`config.mk`:
```
export PLATFORM = sky130hd
export DESIGN_NAME = sgdram_cmd_frontend
export DESIGN_NICKNAME = d
export VERILOG_FILES = /design/src/rtl/sgdram_pkg.sv /design/src/rtl/sgdram_cmd_decode.sv /design/src/rtl/sgdram_bank_track.sv /design/src/rtl/sgdram_mode_reg.sv /design/src/rtl/sgdram_cmd_frontend.sv
export SDC_FILE = /design/constraint.sdc
export NUM_CORES = 1
export LEC_CHECK = 0
export BUFFER_PORTS_ARGS = -buffer_cell sky130_fd_sc_hd__buf_2
export CORE_MARGIN = 4
export CORE_UTILIZATION = 28
export DETAILED_ROUTE_END_ITERATION = 12
export SYNTH_ARGS = -nofsm -noshare
export SYNTH_HDL_FRONTEND = slang
export SYNTH_SLANG_ARGS = --single-unit
```
`constraint.sdc`:
```
create_clock -name clk -period 2.2 [get_ports clk]
set_input_delay 0.33 -clock clk [delete_from_list [all_inputs] [get_ports clk]]
set_output_delay 0.33 -clock clk [all_outputs]
set_load 0.1 [all_outputs]
```
`src/rtl/sgdram_pkg.sv`:
```
package sgdram_pkg;
    localparam int NUM_BANKS = 2;
    localparam int CODE_W    = 3;

    typedef enum logic [CODE_W-1:0] {
        CMD_NOP = 3'd0,
        CMD_ACT = 3'd1,
        CMD_RD  = 3'd2,
        CMD_WR  = 3'd3,
        CMD_PRE = 3'd4,
        CMD_REF = 3'd5,
        CMD_MRS = 3'd6
    } cmd_e;

    typedef enum logic [1:0] {
        ST_RUN     = 2'd0,
        ST_SUSPEND = 2'd1,
        ST_PWRDN   = 2'd2
    } pstate_e;
endpackage

```
`src/rtl/sgdram_cmd_decode.sv`:
```
module sgdram_cmd_decode
    import sgdram_pkg::*;
(
    input  logic cs_n,
    input  logic ras_n,
    input  logic cas_n,
    input  logic we_n,
    input  logic dsf,
    output cmd_e cmd
);
    always_comb begin
        cmd = CMD_NOP;
        if (!cs_n) begin
            unique case ({ras_n, cas_n, we_n})
                3'b111: cmd = CMD_NOP;
                3'b110: cmd = CMD_NOP;
                3'b011: cmd = CMD_ACT;
                3'b101: cmd = CMD_RD;
                3'b100: cmd = CMD_WR;
                3'b010: cmd = CMD_PRE;
                3'b001: cmd = CMD_REF;
                3'b000: cmd = dsf ? CMD_NOP : CMD_MRS;
            endcase
        end
    end
endmodule

```
`src/rtl/sgdram_bank_track.sv`:
```
module sgdram_bank_track
    import sgdram_pkg::*;
(
    input  logic                 clk,
    input  logic                 rst_n,
    input  logic                 act_ok,
    input  logic                 pre_ok,
    input  logic                 bank,
    output logic [NUM_BANKS-1:0] open_q,
    output logic [NUM_BANKS-1:0] open_d
);
    for (genvar b = 0; b < NUM_BANKS; b++) begin : g_bank
        always_comb begin
            open_d[b] = open_q[b];
            if (act_ok && (int'(bank) == b))
                open_d[b] = 1'b1;
            else if (pre_ok && (int'(bank) == b))
                open_d[b] = 1'b0;
        end

        always_ff @(posedge clk or negedge rst_n) begin
            if (!rst_n) open_q[b] <= 1'b0;
            else        open_q[b] <= open_d[b];
        end
    end
endmodule

```
`src/rtl/sgdram_mode_reg.sv`:
```
module sgdram_mode_reg #(
    parameter int ROW_W = 10
) (
    input  logic             clk,
    input  logic             rst_n,
    input  logic             wr,
    input  logic [ROW_W-1:0] din,
    input  logic             a10,
    output logic [2:0]       burst_len,
    output logic             burst_type,
    output logic [2:0]       lat_mode,
    output logic             wr_burst,
    output logic             mode_std,
    output logic             mode_valid
);
    always_ff @(posedge clk or negedge rst_n) begin
        if (!rst_n) begin
            burst_len  <= '0;
            burst_type <= 1'b0;
            lat_mode   <= '0;
            wr_burst   <= 1'b0;
            mode_std   <= 1'b0;
            mode_valid <= 1'b0;
        end else if (wr) begin
            burst_len  <= din[2:0];
            burst_type <= din[3];
            lat_mode   <= din[6:4];
            wr_burst   <= din[9];
            mode_std   <= (din[8:7] == 2'b00) && !a10;
            mode_valid <= 1'b1;
        end
    end
endmodule

```
`src/rtl/sgdram_cmd_frontend.sv`:
```
module sgdram_cmd_frontend
    import sgdram_pkg::*;
#(
    parameter int ROW_W = 10,
    parameter int COL_W = 8
) (
    input  logic                 clk,
    input  logic                 rst_n,
    input  logic                 cke,
    input  logic                 cs_n,
    input  logic                 ras_n,
    input  logic                 cas_n,
    input  logic                 we_n,
    input  logic                 dsf,
    input  logic                 a10,
    input  logic [ROW_W-1:0]     addr,
    output logic                 cmd_valid,
    output logic [CODE_W-1:0]    cmd_code,
    output logic                 bank_sel,
    output logic [ROW_W-1:0]     row_addr,
    output logic [COL_W-1:0]     col_addr,
    output logic [NUM_BANKS-1:0] bank_open,
    output logic [2:0]           burst_len,
    output logic                 burst_type,
    output logic [2:0]           lat_mode,
    output logic                 wr_burst,
    output logic                 mode_std,
    output logic                 mode_valid,
    output logic                 proto_err,
    output logic                 frozen,
    output logic                 pwr_down
);
    cmd_e    dec;
    pstate_e state_q, state_d;
    logic    run, all_idle, tgt_open;
    logic    act_ok, rw_ok, pre_ok, ref_ok, mrs_ok, accepted, bad_cmd;
    logic [NUM_BANKS-1:0] open_d;

    sgdram_cmd_decode u_dec (
        .cs_n(cs_n), .ras_n(ras_n), .cas_n(cas_n), .we_n(we_n), .dsf(dsf), .cmd(dec)
    );

    assign run      = (state_q == ST_RUN);
    assign all_idle = ~|bank_open;
    assign tgt_open = bank_open[a10];

    always_comb begin
        act_ok  = run && (dec == CMD_ACT) && !tgt_open;
        rw_ok   = run && ((dec == CMD_RD) || (dec == CMD_WR)) && tgt_open;
        pre_ok  = run && (dec == CMD_PRE);
        ref_ok  = run && (dec == CMD_REF) && all_idle;
        mrs_ok  = run && (dec == CMD_MRS) && all_idle;
        bad_cmd = run && (((dec == CMD_ACT) && tgt_open) ||
                          (((dec == CMD_RD) || (dec == CMD_WR)) && !tgt_open) ||
                          (((dec == CMD_REF) || (dec == CMD_MRS)) && !all_idle));
        accepted = act_ok || rw_ok || pre_ok || ref_ok || mrs_ok;
    end

    sgdram_bank_track u_banks (
        .clk(clk), .rst_n(rst_n), .act_ok(act_ok), .pre_ok(pre_ok),
        .bank(a10), .open_q(bank_open), .open_d(open_d)
    );

    sgdram_mode_reg #(.ROW_W(ROW_W)) u_mode (
        .clk(clk), .rst_n(rst_n), .wr(mrs_ok), .din(addr), .a10(a10),
        .burst_len(burst_len), .burst_type(burst_type), .lat_mode(lat_mode),
        .wr_burst(wr_burst), .mode_std(mode_std), .mode_valid(mode_valid)
    );

    // State register
    always_ff @(posedge clk or negedge rst_n) begin
        if (!rst_n) state_q <= ST_RUN;
        else        state_q <= state_d;
    end

    // Next-state logic
    always_comb begin
        state_d = state_q;
        unique case (state_q)
            ST_RUN:     if (!cke) state_d = (~|open_d) ? ST_PWRDN : ST_SUSPEND;
            ST_SUSPEND: if (cke)  state_d = ST_RUN;
            ST_PWRDN:   if (cke)  state_d = ST_RUN;
            default:    state_d = ST_RUN;
        endcase
    end

    assign frozen   = (state_q != ST_RUN);
    assign pwr_down = (state_q == ST_PWRDN);

    // Output registers
    always_ff @(posedge clk or negedge rst_n) begin
        if (!rst_n) begin
            cmd_valid <= 1'b0;
            cmd_code  <= '0;
            bank_sel  <= 1'b0;
            row_addr  <= '0;
            col_addr  <= '0;
            proto_err <= 1'b0;
        end else begin
            cmd_valid <= accepted;
            if (accepted) cmd_code <= dec;
            if (act_ok || rw_ok || pre_ok || mrs_ok) bank_sel <= a10;
            if (act_ok) row_addr <= addr;
            if (rw_ok)  col_addr <= addr[COL_W-1:0];
            if (bad_cmd) proto_err <= 1'b1;
        end
    end
endmodule

```
==> impl_results.md, run 1 <==
- Worst slew pin tran: 0.539 ns
- All-Layer GR Usage: 11.1%
- DRT Pass-1 Iters: 4
- I/O Buffers: 56
- Clk_skew: 0.00516 ns
- Clk buf depth: 2
- Max transition margin: 64.0%
- Antenna violations before repair: 0
- Synth cell types: 37
- FF+latch count, synth: 38
- Detailed-route via count: 1288
- Final Setup Violations: 0
- Startpoint Class: flop
- Detailed-route DRC error count: 0
- Post-synthesis net count: 161
- Die W: 87.5 µm
- Area growth syn-to-layout: 27.0%
- HP Class: in2async
- Placer Congestion: 0.817
- Syn. warnings: 0
- Layout cells sized above 1: 54.7%
- WL final: 3.97 mm
- Worst-Skew Late Latency: 0.29 ns
- Critical path fanouts, max: 7
- Setup Buffers After CTS: 0
- Setup TNS: 0 ns
- Status: finished, final reports clean
- RSZ-0062 raised after global routing: no
- MaxCap Viol Count: 0
- Starting density of the core: 29.3%
- Drt initial violations: 88
- Die ar.: 7650 µm²
- CP max stage delay: 0.47 ns
- Sequential cell area: 953 µm²
- Core area: 6030 µm²
- Largest net degree at the start of global routing: 39
- Hpwl dp: 2.92 mm
- CP max-delay cell: nor4bb_1
- Die Y: 87.5 µm
- Final worst path period share: 88.3%
- CTS tree: yes
- Sink Count: 38
- Sequential share of the synthesized area: 53.8%
- CP Class: reg2reg
- Num rows: 28
- Ports: 57
- Vias per inst: 4.63
- Fmax: 0.515 GHz
- Worst path cell trace: inv_1, ha_1, nor4bb_1, buf_4, nand3b_1, a31oi_1, a31o_2
- Slew Limit Fails: 0
- Drt wl/cell: 14.3 µm
- Vias in the first global route: 1332
- Fillers: 617
- Area occupied by multi-input gates: 754 µm²
- Tmin final: 1.94 ns
- Grt total ovfl: 0
- CP arrival: 2.12 ns
- Nets: 223
- Remaining antenna violation count: 0
- Worst Path Required: 2.38 ns
- H-Tree Level Count: 2
- First-pass GRT wire length: 6.60 mm
- Post-CTS Resized: 0
- Setup crit end kind: flop
- Synth Instances: 140
- Cts hold-fix bufs: 0
- Mapped Area: 1770 µm²
- Ant diodes: 0
- Avg Cell Area, Syn: 12.6 µm²
- Clock root buffer: clkbuf_8
- Clock-pin slew on the worst setup and hold paths: 0.07 ns
- Final hold violations: 0
- CTS Buf Count: 5
-- critical path, delay by kind of cell (launching register included) --
family / cells / cell delay (ns)
and+or+nand+nor: 2 / 0.58
DFF: 1 / 0.41
buffers and inverters: 2 / 0.31
AOI/OAI and AO/OA: 2 / 0.30
adders and majority gates: 1 / 0.23
-- layout make-up --
| class | count | share of cell area, % |
|---|---|---|
| multi-input cells | 88 | 33.6 |
| flip-flops and latches | 38 | 42.5 |
| clock inverters | 2 | 0.557 |
| inverters | 8 | 1.34 |
| well taps | 75 | 4.18 |
| repair buffers | 61 | 14.2 |
| clock buffers | 6 | 3.68 |
-- final timing paths --
kind	startpoint	end	slack, ns	cells past startpoint
hold reg to reg	u_mode.mode_valid	u_mode.mode_valid	0.47	1
max in group asynchronous	rst_n	u_banks.open_q[0]	1.73	2
setup / recovery	state_q[1]	state_q[1]	0.26	7
setup reg to reg	state_q[1]	state_q[1]	0.26	7
min in group clk	addr[9]	row_addr[9]	0.29	2
hold / removal	rst_n	cmd_code[0]	0.08	2
-- per-layer routing --
| layer | wire (µm) | share of wire, % | GRT usage (%) |
|---|---|---|---|
| met5 | 0 | 0 | 0 |
| met4 | 30 | 0.76 | 3.35 |
| met1 | 1830 | 46 | 15.3 |
| met3 | 251 | 6.3 | 3.78 |
| met2 | 1860 | 47 | 16.3 |
-- stage by stage --
step | util, % | std cells | setup slack, ns | hold slack, ns | area [µm²]
2_1_floorplan | - | 140 | 0.240 | 0.0344 | 1770
3_3_place_gp | 35.7 | 270 | 0.289 | 0.414 | 2150
3_5_place_dp | 35.7 | 270 | 0.246 | 0.416 | 2150
4_1_cts | 37.3 | 278 | 0.239 | 0.104 | 2240
5_1_grt | 37.3 | 278 | 0.102 | 0.125 | 2240
6_report | 37.3 | 278 | 0.257 | 0.0767 | 2240
-- state kept, by name, indices dropped and copies added, names as in the netlist --
name / cells
state_q: 2
u_mode.mode_std: 1
u_banks.open_q: 2
u_mode.mode_valid: 1
cmd_code: 3
u_mode.burst_type: 1
row_addr: 10
proto_err: 1
u_mode.burst_len: 3
bank_sel: 1
cmd_valid: 1
u_mode.wr_burst: 1
u_mode.lat_mode: 3
col_addr: 8
-- synthesized netlist by cell type (all sizes together) --
library cell | count | area [µm²]
nor3 | 4 | 25.0
o22ai | 2 | 12.5
clkbuf | 5 | 21.3
o32ai | 2 | 17.5
o2111ai | 1 | 8.76
a21oi | 5 | 25.0
nor2 | 8 | 30.0
a31o | 2 | 17.5
dfrtp | 38 | 951
nand2 | 6 | 22.5
nand3 | 1 | 10.0
ha | 2 | 25.0
or3 | 1 | 6.26
nand2b | 2 | 15.0
buf | 1 | 11.3
a31oi | 1 | 6.26
or2 | 2 | 12.5
o22a | 1 | 8.76
mux2 | 30 | 368
inv | 8 | 30.0
o21ai | 4 | 20.0
nand4 | 1 | 6.26
nor4bb | 1 | 10.0
o211a | 1 | 10.0
nor2b | 1 | 6.26
a311oi | 1 | 8.76
mux2i | 3 | 33.8
or2b | 1 | 11.3
nand3b | 3 | 22.5
and3 | 1 | 7.51
o21bai | 1 | 7.51
-- layout by cell type (no fill, tap or decap), types with 2 or more instances in the layout --
master / synthesis / final
mux2_2: 22 / 22
a21oi_1: 5 / 5
o32ai_1: 2 / 2
nor3_1: 3 / 3
inv_1: 8 / 8
ha_1: 2 / 2
nand3b_1: 3 / 3
mux2_4: 8 / 8
buf_2: 0 / 56
clkbuf_8: 0 / 6
mux2i_1: 2 / 2
dfrtp_2: 0 / 2
o21ai_0: 3 / 3
nand2_1: 6 / 6
a31o_2: 2 / 2
or2_2: 2 / 2
o22ai_1: 2 / 2
buf_4: 0 / 5
nor2_1: 8 / 8
dfrtp_1: 38 / 36
-- logic make-up (layout without fill, tap and decap cells) --
kind of cell,count (synthesis),count (layout),synth area share [%]
simple gates,32,32,10.5
fa+ha+maj,2,2,1.42
buf+inv,14,77,3.54
flops,38,38,53.8
compound gates,21,21,8.07
mux,33,33,22.7
Power of run 1 is not shown: default switching activity piles up to over one toggle a cycle in this logic, so the estimate is an artifact.
==> run 2: changes to the inputs <==
--- a/config.mk
+++ b/config.mk
@@ -9,6 +9,7 @@
 export CORE_MARGIN = 4
 export CORE_UTILIZATION = 28
 export DETAILED_ROUTE_END_ITERATION = 12
+export REMOVE_ABC_BUFFERS = 1
 export SYNTH_ARGS = -nofsm -noshare
 export SYNTH_HDL_FRONTEND = slang
 export SYNTH_SLANG_ARGS = --single-unit
==> run 2 against run 1 <==
Net effect: register-to-register slack got worse by 0.03 ns; worst hold slack gained 0.018 ns; sequential cell count unchanged; final area up 2.0%; wire length fell by 0.38%; first-iteration DRC count down 65%.
==> impl_results.md, run 2 (synthesis gave the netlist of run 1 again) <==
- Max reg flops: 10
- Tmin final: 1.97 ns
- Num rows: 28
- Startpoint Class: flop
- CP arrival: 2.14 ns
- Grt total ovfl: 0
- Layout cells sized above 1: 53.7%
- Vias per inst: 4.62
- Die ar.: 7650 µm²
- All-Layer GR Usage: 10.9%
- Crit-path leading delay family: simple AND/OR/NAND/NOR gates
- Ant diodes: 0
- Slew Limit Fails: 0
- Setup TNS: 0 ns
- CP Class: reg2reg
- CP max stage delay: 0.42 ns
- CP max-delay cell: or3_1
- First-pass GRT wire length: 6.48 mm
- Worst-Skew Late Latency: 0.28 ns
- Placer Congestion: 0.769
- Ports: 57
- Final worst-path setup slack: 0.231 ns
- RSZ-0062 raised after global routing: no
- Reg2Reg Setup Slack: 0.23 ns
- Area growth syn-to-layout: 29.5%
- Critical path fanouts, max: 8
- Cts hold-fix bufs: 0
- Sink Count: 38
- H-Tree Level Count: 2
- Critical path buffer and inverter count: 2
- CTS Buf Count: 5
- Die W: 87.5 µm
- Worst path cell trace: inv_1, ha_1, nand2b_1, or3_1, buf_4, mux2_4
- Final hold violations: 0
- Setup WS pre-CTS: 0.227 ns
- Max transition margin: 66.7%
- Starting density of the core: 29.3%
- Most frequent cells in the layout: buf_2 (56), dfrtp_1 (38), mux2_2 (22)
- Final worst path period share: 89.5%
- Most common cell after layout, fill and taps aside: buf_2
- Hold slack: 0.0948 ns
- Fmax: 0.508 GHz
- Core area: 6030 µm²
- Clk_skew: 0.00922 ns
- Reg with most FFs: row_addr
- Vias in the first global route: 1293
- Clock root buffer: clkbuf_8
- I/O Buffers: 56
- Setup crit end kind: flop
- Remaining antenna violation count: 0
- Detailed-route via count: 1284
- Die Y: 87.5 µm
- FF-to-FF Start: state_q[1]
- Worst slew pin tran: 0.502 ns
- Antenna violations before repair: 0
- Status: finished, final reports clean
- Worst Path Required: 2.37 ns
- Largest net degree at the start of global routing: 39
- Drt initial violations: 31
- Final Setup Violations: 0
- Worst setup path startpoint: state_q[1]
- MaxCap Viol Count: 0
- Hpwl dp: 2.83 mm
- WL final: 3.96 mm
- Drt wl/cell: 14.2 µm
- Clk buf depth: 2
- Post-CTS Resized: 0
- CTS tree: yes
- Detailed-route DRC error count: 0
- Core Util, Final: 38.0%
- Setup Buffers After CTS: 0
- DRT Pass-1 Iters: 4
- HP Class: in2async
- Regs by FF count: row_addr: 10 flops, col_addr: 8 flops
- Nets: 223
- Clock-pin slew on the worst setup and hold paths: 0.08 ns
==> run 2: cell type report <==
cell class / count / area (µm²)
fill: 614 / 3740
sequential: 38 / 951
multi-input combinational: 88 / 754
timing repair buffer: 61 / 318
tap: 75 / 93.8
clock buffer: 6 / 82.6
clock inverter: 2 / 60.1
inverter: 8 / 30.0
==> run 2: path summary, 6_finish.rpt <==
check	to	depth (start not counted)
worst min register to register	proto_err	1
worst max register to register	col_addr[1]	6
max in group asynchronous	u_banks.open_q[0]	2
min in group clk	u_mode.wr_burst	2
worst min-delay path	u_mode.mode_valid	2
worst max-delay path	col_addr[1]	6
==> run 2: metal layers <==
layer | wire (µm) | global-route usage (%) | vias to the layer above
met5 | 0 | 0 | -
met4 | 31 | 3.35 | 0
met3 | 285 | 3.22 | 5
met2 | 1890 | 18.1 | 40
met1 | 1760 | 13.7 | 618
li1 | - | - | 621
==> run 2: per-stage QoR <==
step           cells  area, µm²
2_1_floorplan    134       1740
3_3_place_gp     270       2150
3_5_place_dp     270       2150
4_1_cts          278       2290
5_1_grt          278       2290
6_report         278       2290
Power of run 2 is left out for the same reason.
